File: src/rtl/wk_pkg.sv
package wk_pkg;

    localparam int CRC_W = 16;
    localparam logic [CRC_W-1:0] CRC_SEED = 16'hFFFF;
    localparam logic [CRC_W-1:0] CRC_POLY_REFL = 16'hA001;

    // One byte through the reflected CRC-16, least significant bit first.
    function automatic logic [CRC_W-1:0] crc16_byte(input logic [CRC_W-1:0] c,
                                                    input logic [7:0] b);
        logic [CRC_W-1:0] r;
        r = c ^ {8'h00, b};
        for (int i = 0; i < 8; i++) begin
            r = r[0] ? ((r >> 1) ^ CRC_POLY_REFL) : (r >> 1);
        end
        return r;
    endfunction

endpackage

File: src/rtl/wk_pos.sv
module wk_pos #(
    parameter int WIN  = 64,
    parameter int POSW = $clog2(WIN + 1)
) (
    input  logic            clk,
    input  logic            rst_n,
    input  logic            byte_vld,
    input  logic            frame_end,
    output logic [POSW-1:0] pos
);
    typedef struct packed {
        logic [POSW-1:0] idx;
    } pos_t;

    pos_t s_d, s_q;

    always_comb begin
        s_d = s_q;
        if (frame_end) begin
            s_d.idx = '0;
        end else if (byte_vld && (s_q.idx < POSW'(WIN))) begin
            s_d.idx = s_q.idx + 1'b1;
        end
    end

    always_ff @(posedge clk) begin
        if (!rst_n) s_q <= '0;
        else        s_q <= s_d;
    end

    assign pos = s_q.idx;

    // the position never passes the one-past-window marker
    a_r2_pos_bounded: assert property (@(posedge clk) disable iff (!rst_n)
        s_q.idx <= POSW'(WIN));

endmodule

File: src/rtl/wk_lane.sv
module wk_lane #(
    parameter int WIN  = 64,
    parameter int POSW = $clog2(WIN + 1)
) (
    input  logic                     clk,
    input  logic                     rst_n,
    input  logic                     wr_en,
    input  logic [WIN-1:0]           wr_mask,
    input  logic [wk_pkg::CRC_W-1:0] wr_crc,
    input  logic [7:0]               wr_tail,
    input  logic                     byte_vld,
    input  logic [7:0]               byte_dat,
    input  logic [POSW-1:0]          byte_pos,
    input  logic                     frame_end,
    input  logic                     wide,
    output logic                     hit
);
    localparam int IDXW = $clog2(WIN);
    localparam int CW   = wk_pkg::CRC_W;

    typedef struct packed {
        logic [WIN-1:0] mask;
        logic [CW-1:0]  exp_crc;
        logic [7:0]     tail_ref;
        logic [CW-1:0]  crc;
        logic [7:0]     tail_seen;
    } lane_t;

    lane_t s_d, s_q;

    logic            sel;
    logic [CW-1:0]   crc_now;
    logic [7:0]      tail_now;
    logic [POSW-1:0] nxt_pos;
    logic            covered;
    logic            crc_ok;

    always_comb begin
        s_d      = s_q;
        sel      = byte_vld && (byte_pos < POSW'(WIN)) && s_q.mask[byte_pos[IDXW-1:0]];
        crc_now  = sel ? wk_pkg::crc16_byte(s_q.crc, byte_dat) : s_q.crc;
        tail_now = sel ? byte_dat : s_q.tail_seen;
        nxt_pos  = byte_pos + 1'b1;
        // frame length reaches every selected byte
        covered  = (byte_pos >= POSW'(WIN - 1)) || ((s_q.mask >> nxt_pos) == '0);
        crc_ok   = wide ? (crc_now == s_q.exp_crc) : (crc_now[7:0] == s_q.exp_crc[7:0]);
        hit      = frame_end && (s_q.mask != '0) && covered && crc_ok &&
                   (tail_now == s_q.tail_ref);
        if (frame_end) begin
            s_d.crc       = wk_pkg::CRC_SEED;
            s_d.tail_seen = '0;
        end else begin
            s_d.crc       = crc_now;
            s_d.tail_seen = tail_now;
        end
        if (wr_en) begin
            s_d.mask     = wr_mask;
            s_d.exp_crc  = wr_crc;
            s_d.tail_ref = wr_tail;
        end
    end

    always_ff @(posedge clk) begin
        if (!rst_n) begin
            s_q           <= '0;
            s_q.crc       <= wk_pkg::CRC_SEED;
        end else begin
            s_q <= s_d;
        end
    end

    // an empty mask keeps the lane silent
    a_r6_empty_mask_silent: assert property (@(posedge clk) disable iff (!rst_n)
        (s_q.mask == '0) |-> !hit);

    // the CRC restarts from the seed after each frame
    a_r3_crc_restart: assert property (@(posedge clk) disable iff (!rst_n)
        $past(frame_end) |-> (s_q.crc == wk_pkg::CRC_SEED));

endmodule

File: src/rtl/wk_match.sv
module wk_match #(
    parameter int NPAT = 8,
    parameter int WIN  = 64,
    localparam int SELW = $clog2(NPAT),
    localparam int POSW = $clog2(WIN + 1)
) (
    input  logic                     clk,
    input  logic                     rst_n,
    input  logic                     cfg_we,
    input  logic [SELW-1:0]          cfg_sel,
    input  logic [WIN-1:0]           cfg_mask,
    input  logic [wk_pkg::CRC_W-1:0] cfg_crc,
    input  logic [7:0]               cfg_tail,
    input  logic                     cfg_wide,
    input  logic                     wake_en,
    input  logic                     rx_valid,
    input  logic [7:0]               rx_data,
    input  logic                     rx_last,
    output logic                     hit_valid,
    output logic [NPAT-1:0]          hit_vec,
    output logic                     wake_evt
);
    typedef struct packed {
        logic            valid;
        logic [NPAT-1:0] vec;
        logic            wake;
    } res_t;

    res_t            r_d, r_q;
    logic            frame_end;
    logic [POSW-1:0] pos;
    logic [NPAT-1:0] lane_hit;

    assign frame_end = rx_valid && rx_last;

    wk_pos #(.WIN(WIN), .POSW(POSW)) u_pos (
        .clk       (clk),
        .rst_n     (rst_n),
        .byte_vld  (rx_valid),
        .frame_end (frame_end),
        .pos       (pos)
    );

    for (genvar g = 0; g < NPAT; g++) begin : g_lane
        wk_lane #(.WIN(WIN), .POSW(POSW)) u_lane (
            .clk       (clk),
            .rst_n     (rst_n),
            .wr_en     (cfg_we && (cfg_sel == SELW'(g))),
            .wr_mask   (cfg_mask),
            .wr_crc    (cfg_crc),
            .wr_tail   (cfg_tail),
            .byte_vld  (rx_valid),
            .byte_dat  (rx_data),
            .byte_pos  (pos),
            .frame_end (frame_end),
            .wide      (cfg_wide),
            .hit       (lane_hit[g])
        );
    end

    always_comb begin
        r_d       = '0;
        r_d.valid = frame_end;
        r_d.vec   = wake_en ? lane_hit : '0;
        r_d.wake  = frame_end && wake_en && (lane_hit != '0);
    end

    always_ff @(posedge clk) begin
        if (!rst_n) r_q <= '0;
        else        r_q <= r_d;
    end

    assign hit_valid = r_q.valid;
    assign hit_vec   = r_q.vec;
    assign wake_evt  = r_q.wake;

    // a wake event needs the enable at the last byte
    a_r9_wake_needs_enable: assert property (@(posedge clk) disable iff (!rst_n)
        wake_evt |-> $past(wake_en));

    // flags only appear with the strobe
    a_r8_flags_with_strobe: assert property (@(posedge clk) disable iff (!rst_n)
        (hit_vec != '0) |-> hit_valid);

    // the strobe follows a last byte
    a_r8_strobe_after_end: assert property (@(posedge clk) disable iff (!rst_n)
        hit_valid |-> $past(rx_valid && rx_last));

endmodule

File: config.mk
export PLATFORM = sky130hd
export DESIGN_NAME = wk_match
export DESIGN_NICKNAME = d
export VERILOG_FILES = /design/src/rtl/wk_pkg.sv /design/src/rtl/wk_pos.sv /design/src/rtl/wk_lane.sv /design/src/rtl/wk_match.sv
export SDC_FILE = /design/constraint.sdc
export NUM_CORES = 2
export LEC_CHECK = 0
export BUFFER_PORTS_ARGS = -buffer_cell sky130_fd_sc_hd__buf_2
export CAP_MARGIN = 20
export CELL_PAD_IN_SITES_DETAIL_PLACEMENT = 1
export CELL_PAD_IN_SITES_GLOBAL_PLACEMENT = 2
export CORE_MARGIN = 3
export CORE_UTILIZATION = 39
export DETAILED_ROUTE_END_ITERATION = 8
export PLACE_DENSITY_LB_ADDON = 0.1
export SLEW_MARGIN = 20
export SYNTH_ARGS = -nofsm -noshare
export SYNTH_HDL_FRONTEND = slang
export SYNTH_SLANG_ARGS = --single-unit
File: constraint.sdc
create_clock -name clk -period 4.8 [get_ports clk]
set_input_delay 0.72 -clock clk [delete_from_list [all_inputs] [get_ports clk]]
set_output_delay 0.72 -clock clk [all_outputs]
set_load 0.005 [all_outputs]
; Yosys cells after proc, flatten, opt, wreduce, memory -nomap -nowiden
; Cells that the tools add are included.
[totals]
inputBits = 106
memories = 0
mem_bits_rw = 0
output_inout_bits = 10
latchBits = 0
reg_bits = 913
mem_bits_ro = 0
[classes]
bitwise = 73
addsub = 1
mux = 104
n_reduce_logical = 80
div = 0
n_lt_le_gt_ge = 3
n_eq_ne = 31
n_shift = 8
multipliers = 0
[ops]
columns = operator, count
row1 = two-way mux 16 bit, 72
row2 = zero test 64 bit, 8
row3 = nonzero test 64 bit, 8
row4 = >> shifter 64 x 7 -> 64 bit, 8
row5 = inverter 2 -> 3 bit, 64
row6 = == test 16 bit, 8
row7 = == test 8 bit, 16
row8 = bitwise XOR 16 x 8 -> 16 bit, 8
row9 = two-way mux 8 bit, 8
row10 = logical AND 1 bit, 52
row11 = binary-select mux 1 bit (select 6 bit), 8
row12 = two-way mux 1 bit, 16
row13 = "== test 3 bit, second input constant", 4
row14 = logical OR 1 bit, 8
row15 = nonzero test 8 bit, 1
row16 = "adder 7 x 1 -> 7 bit, second input constant", 1
row17 = ">= comparator 7 x 6 -> 1 bit, second input constant", 1
row18 = "less-than comparator 6 x 7 -> 1 bit, second input constant", 1
row19 = "less-than comparator 7 bit, second input constant", 1
row20 = "== test 3 x 2 -> 1 bit, second input constant", 2
row21 = "== test 3 x 1 -> 1 bit, second input constant", 1
row22 = zero test 3 bit, 1
row23 = AND reduction 2 bit, 1
row24 = OR reduction 2 bit, 1
row25 = inverter 1 bit, 1

; Longest topological paths before layout
[logic_depth]
depth_word = 24
mapped_depth = 19
mapped_depth_nobuf = 12

; Cells and area by module
; A second synthesis with hierarchy kept.
[unflattened]
hier_cells = 7202
hier_area_um2 = 66835.4
[modules_own_cells]
columns = module, cells_each, area_each_um2, instances, seq_area_each_um2
row1 = wk_lane at g_lane[1].u_lane ..., 885, 8264.2, 7, 2242.2
row2 = wk_lane at g_lane[0].u_lane, 936, 8300.5, 1, 2242.2
row3 = wk_match, 37, 364.1, 1, 200.2
row4 = wk_pos, 34, 321.6, 1, 140.1

; Least setup slack after synthesis
; OpenSTA, ideal clock, no wires.
[synth_timing]
kind = reg2reg
from = register u_pos.s_q (netlist bit u_pos.pos[1])
to = register r_q (netlist bit wake_evt)
required_ns = 4.719
period_less_slack_ns = 4.138
path_buffers = 4
arrival_time_ns = 4.057
slack_ns = 0.662
path_stages_with_launch = 16
path_cell_list = dfxtp_1 -> ha_1 -> buf_2 -> buf_2 -> buf_2 -> buf_1 -> mux2i_1 -> nand2_1 -> a211o_1 -> o41ai_1 -> nand3_1 -> a2111oi_0 -> a311oi_1 -> a2111oi_0 -> o2111ai_1 -> a41oi_1
[synth_between]
elab_cells_between_ends = 126
cone_classes = 1 x add/sub / 2 x order compare / 24 x eq/ne / 8 x shift / 40 x mux / 51 x reduce/logical
[synth_lines]
columns = element, line
row1 = "start, declared", wk_pos.sv:15  ; pos_t s_d, s_q;
row2 = "start signal, assigned", wk_pos.sv:27  ; if (!rst_n) s_q <= '0;
row3 = "start signal, assigned", wk_pos.sv:28  ; else s_q <= s_d;
row4 = adder 7 x 1 -> 7 bit *, wk_lane.sv:43  ; nxt_pos = byte_pos + 1'b1;
row5 = named net g_lane[0].u_lane.nxt_pos[1], wk_lane.sv:34  ; logic [POSW-1:0] nxt_pos;
row6 = >> shifter 64 x 7 -> 64 bit, wk_lane.sv:45  ; covered = (byte_pos >= POSW'(WIN - 1)) || ((s_q.mask >> nxt_pos) == '0);
row7 = zero test 64 bit, wk_lane.sv:45
row8 = logical OR 1 bit, wk_lane.sv:45
row9 = logical AND 1 bit (3 in a row), wk_lane.sv:47  ; hit = frame_end && (s_q.mask != '0) && covered && crc_ok &&
row10 = nonzero test 8 bit *, wk_match.sv:65  ; r_d.wake = frame_end && wake_en && (lane_hit != '0);
row11 = logical AND 1 bit *, wk_match.sv:65
row12 = "end signal, assigned", wk_match.sv:70  ; else r_q <= r_d;
row13 = "end, declared", wk_match.sv:29  ; res_t r_d, r_q;
; Mark *: on every way through the listed nets, which the timed path passes. The rest lies on a longest branch. The select of a mux whose other input is x is not followed.
; A chain may end at the register's enable or synchronous reset.

; Final worst setup path
[layout_timing]
from = register u_pos.s_q (netlist bit u_pos.pos[0])
to = register r_q (netlist bit wake_evt)
[layout_between]
elab_chain_len = 10
elab_cells_between_ends = 126
cone_classes = 1 x add/sub / 2 x order compare / 24 x eq/ne / 8 x shift / 40 x mux / 51 x reduce/logical
[layout_lines]
columns = element, line
row1 = branches (longest 8 deep; another with adder 7 x 1 -> 7 bit), n/a
row2 = nonzero test 8 bit *, wk_match.sv:65
row3 = logical AND 1 bit *, wk_match.sv:65
; Every way passes the cells marked *. The select of a mux whose other input is x is not followed.

==> results_dict.tcl <==
set metrics [dict create \
    fin_util_pct 45.08 \
    worst_slack_ps 39.96 \
    yosysSeqAreaShare_pct 28.47 \
    dieHeight_um 411.7 \
    syn_area_um2 64200 \
    dp_cells 10150 \
    cap_violations 0 \
    crit_fanout 24 \
    clkPwrFrac_pct 41.1 \
    fp.dieArea_um2 169500 \
    dr.pass1.iters 8 \
    cts_hold_buf 0 \
    pre_cts_slack_ps -654.8 \
    fin_cells 10380 \
    ant_nets 0 \
    avgSynthCellArea_um2 7.893 \
    grt_max_degree 170 \
    p_leak_nw 26.52 \
    grt_pass1_vias 63090 \
    wire_per_inst_um 32.99 \
    root_buffer "clkbuf_16" \
    yosys.area.top_type "dfxtp_1" \
    ys.flop_type "dfxtp_1" \
    grt.busiest_layer "met1" \
    groute.usage.overall_pct 39.02 \
    power_frac_seq_pct 34.8 \
    async_flop_share_pct 0 \
    rows 148 \
    cts_tree "yes" \
    syn_to_final_growth_pct 14.56 \
    min_period_ps 4760 \
    slew_viol_final 0 \
    synth.distinct_cells 97 \
    relSlewSlack_pct 14.19 \
    clock_sinks 913 \
    place_area_um2 69030 \
    grt_use_met3_pct 11.82 \
    place_congestion 1.010 \
    io_pins 116 \
    switching_share_pct 33.70 \
    yosys_warnings 0 \
    reg2reg_from "u_pos.pos[0]" \
    numPortBuffers 115 \
    nNetsFinal 8204 \
    drcViolationCount 0 \
    end_kind "register" \
    numCtsBuffers 114 \
    reg2reg_depth 17 \
    fin_setup_tns_ps 0 \
    fin_skew_ps 25.71 \
    vias_per_cell 6.453 \
    hp-class "in2reg" \
    die_w_um 411.7 \
    worst_slew_pin_slew_ps 1271 \
    min_to "wake_evt" \
    clock_path_buffers 3 \
    grt_overflow_total 0 \
    ys_ff_latch 913 \
    core-area_um2 163100 \
    drive_gt1_share_pct 14.86 \
    worstSetupPathType "reg2reg" \
    yosys.area.top_type_share_pct 28.47 \
    p_int_mw 15.25 \
    total_power_mw 22.99 \
    setup_violations 0 \
    critPathArrivalTime_ps 5480 \
    synth_fp_nets 8241 \
    cts_max_level 3 \
    holdWs_ps 265.2 \
    min_period_over_period_pct 99.17 \
    hpwl_um 250300 \
    power_frac_comb_pct 24.1 \
    fmax_mhz 210.1 \
    switching_power_mw 7.748 \
    r2r_slack_ps 40 \
    antenna_found_initial 26 \
    cp_data_required_time_ps 5520 \
    hold_viol 0 \
    syn_inst 8134 \
    fillers 19300 \
    finalWirelength_um 342400 \
    start_util_pct 39.35 \
    grt_first_pass_wirelength_um 483200 \
    grt_use_met2_pct 51.27 \
    vdd_drop_max_v 0.0003183 \
    worstSetupStartpointType "register" \
    powerDensity_nw_per_um2 312.6 \
    clkTransAtPathRegs_ps 70 \
    stdcell_area_um2 73550 \
    route.vias.total 66990 \
    clkLatencyLatePin_ps 800 \
    min_from "wake_en" \
    first_iter_violations 9071 \
    holdPathStages 3 \
    status "finished clean" \
    synth.area.top_cells "dfxtp_1 28%, nand2_1 11%, a21boi_0 8.3%" \
    use_met1_pct 60.05 \
    r2r-end "wake_evt" \
    synth_edf_count 0 \
]
[state kept, by name (all words and copies together) (netlist names)]
name	count
g_lane.u_lane.s_q	896
wake_evt	1
u_pos.pos	7
hit_valid	1
hit_vec	8
[power by group through the flow]
stage               Combinational (mW)  Clock [mW]  Sequential, mW
finish                            5.54        9.46            8.00
global route                      5.78        9.89            8.01
CTS                               5.27        9.58            7.98
detailed placement                5.23           0            8.15
global placement                  5.18           0            8.14
floorplan                         3.17           0            8.01
[routing by layer]
metal	wire length (um)	part of all wire [%]	up-vias
met2	130900	38	3429
li1	-	-	29110
met4	10730	3.1	6
met5	41	0.012	-
met3	40120	12	479
met1	160700	47	33970
[synth_stat cells, drive strengths merged (76+ instances only)]
| master | number |
|---|---|
| nand2 | 1813 |
| dfxtp | 913 |
| a21boi | 708 |
| clkbuf | 499 |
| nor2 | 486 |
| mux2i | 400 |
| a21oi | 347 |
| nor3 | 263 |
| buf | 262 |
| xnor2 | 252 |
| mux4 | 229 |
| o21ai | 158 |
| nor4 | 154 |
| xor2 | 150 |
| inv | 122 |
| nand3 | 100 |
| nand4 | 84 |
| nor2b | 83 |
| o211ai | 80 |
| a211oi | 78 |
| mux2 | 76 |
[kinds of logic (layout without fill, tap and decap cells)]
kind of cell,after synthesis,in the layout,share of synthesized area (%)
mux,705,705,15.60
fa+ha+maj,1,1,0.01949
other cells,0,9,0
simple gates,3237,3237,22.17
flops,913,913,28.47
xor+xnor,415,415,6.049
buf+inv,886,949,5.889
compound gates,1977,1977,21.80
[cell type report]
class | count | area [um2] | area share, %
multi-input combinational | 6335 | 42760 | 58.14
sequential | 913 | 18290 | 24.87
timing repair buffer | 608 | 5195 | 7.064
clock buffer | 157 | 3314 | 4.507
tap | 2175 | 2721 | 3.700
clock inverter | 59 | 765.7 | 1.041
inverter | 125 | 476.7 | 0.6482
antenna | 9 | 22.52 | 0.03062
[what timing repair did]
item / CTS / global route
buffers inserted: 3 / 1
hold endpoints to repair: 0 / 0
resized for setup: 11 / 49
gates cloned: 0 / 2
setup endpoints to repair: 5 / 9
pin swaps: 3 / 3
[placed cells by master (no fill, tap or decap), types with 44 or more instances in the layout]
master	n
nand2_1	1806
dfxtp_1	910
a21boi_0	708
nor2_1	478
buf_4	418
mux2i_1	396
a21oi_1	345
nor3_1	258
xnor2_1	241
mux4_2	229
nor4_1	149
xor2_1	144
o21ai_0	139
inv_1	118
clkbuf_16	116
buf_2	114
nand3_1	96
nand4_1	84
nor2b_1	81
o211ai_1	80
a211oi_1	76
a22oi_1	71
mux2_2	71
buf_12	61
o22ai_1	58
a2111oi_0	58
a31oi_1	48
nor3b_1	44
a211o_1	44
[critical path, cell delays in order, from the launching register on]
cell       delay (ps)
dfxtp_4           370
buf_12            170
buf_12            230
nand3_1           100
buf_4             200
xor2_4            270
buf_4             310
buf_4             320
buf_4             290
nand4b_1          140
o311ai_1           90
o211ai_1          190
nor4_1            560
o22ai_1           220
a2111oi_4         650
buf_4             210
o2111ai_1         120
a41oi_1           210
[worst max path at each step]
stage	start	to	slack [ps]
after global placement	u_pos.pos[2]	wake_evt	-1110
after CTS	u_pos.pos[0]	wake_evt	30
after floorplan	u_pos.pos[1]	wake_evt	660
after detailed placement	u_pos.pos[0]	wake_evt	-650
final	u_pos.pos[0]	wake_evt	40
after global routing	u_pos.pos[0]	wake_evt	-10
No activity file was read; power rests on OpenSTA's default activity.
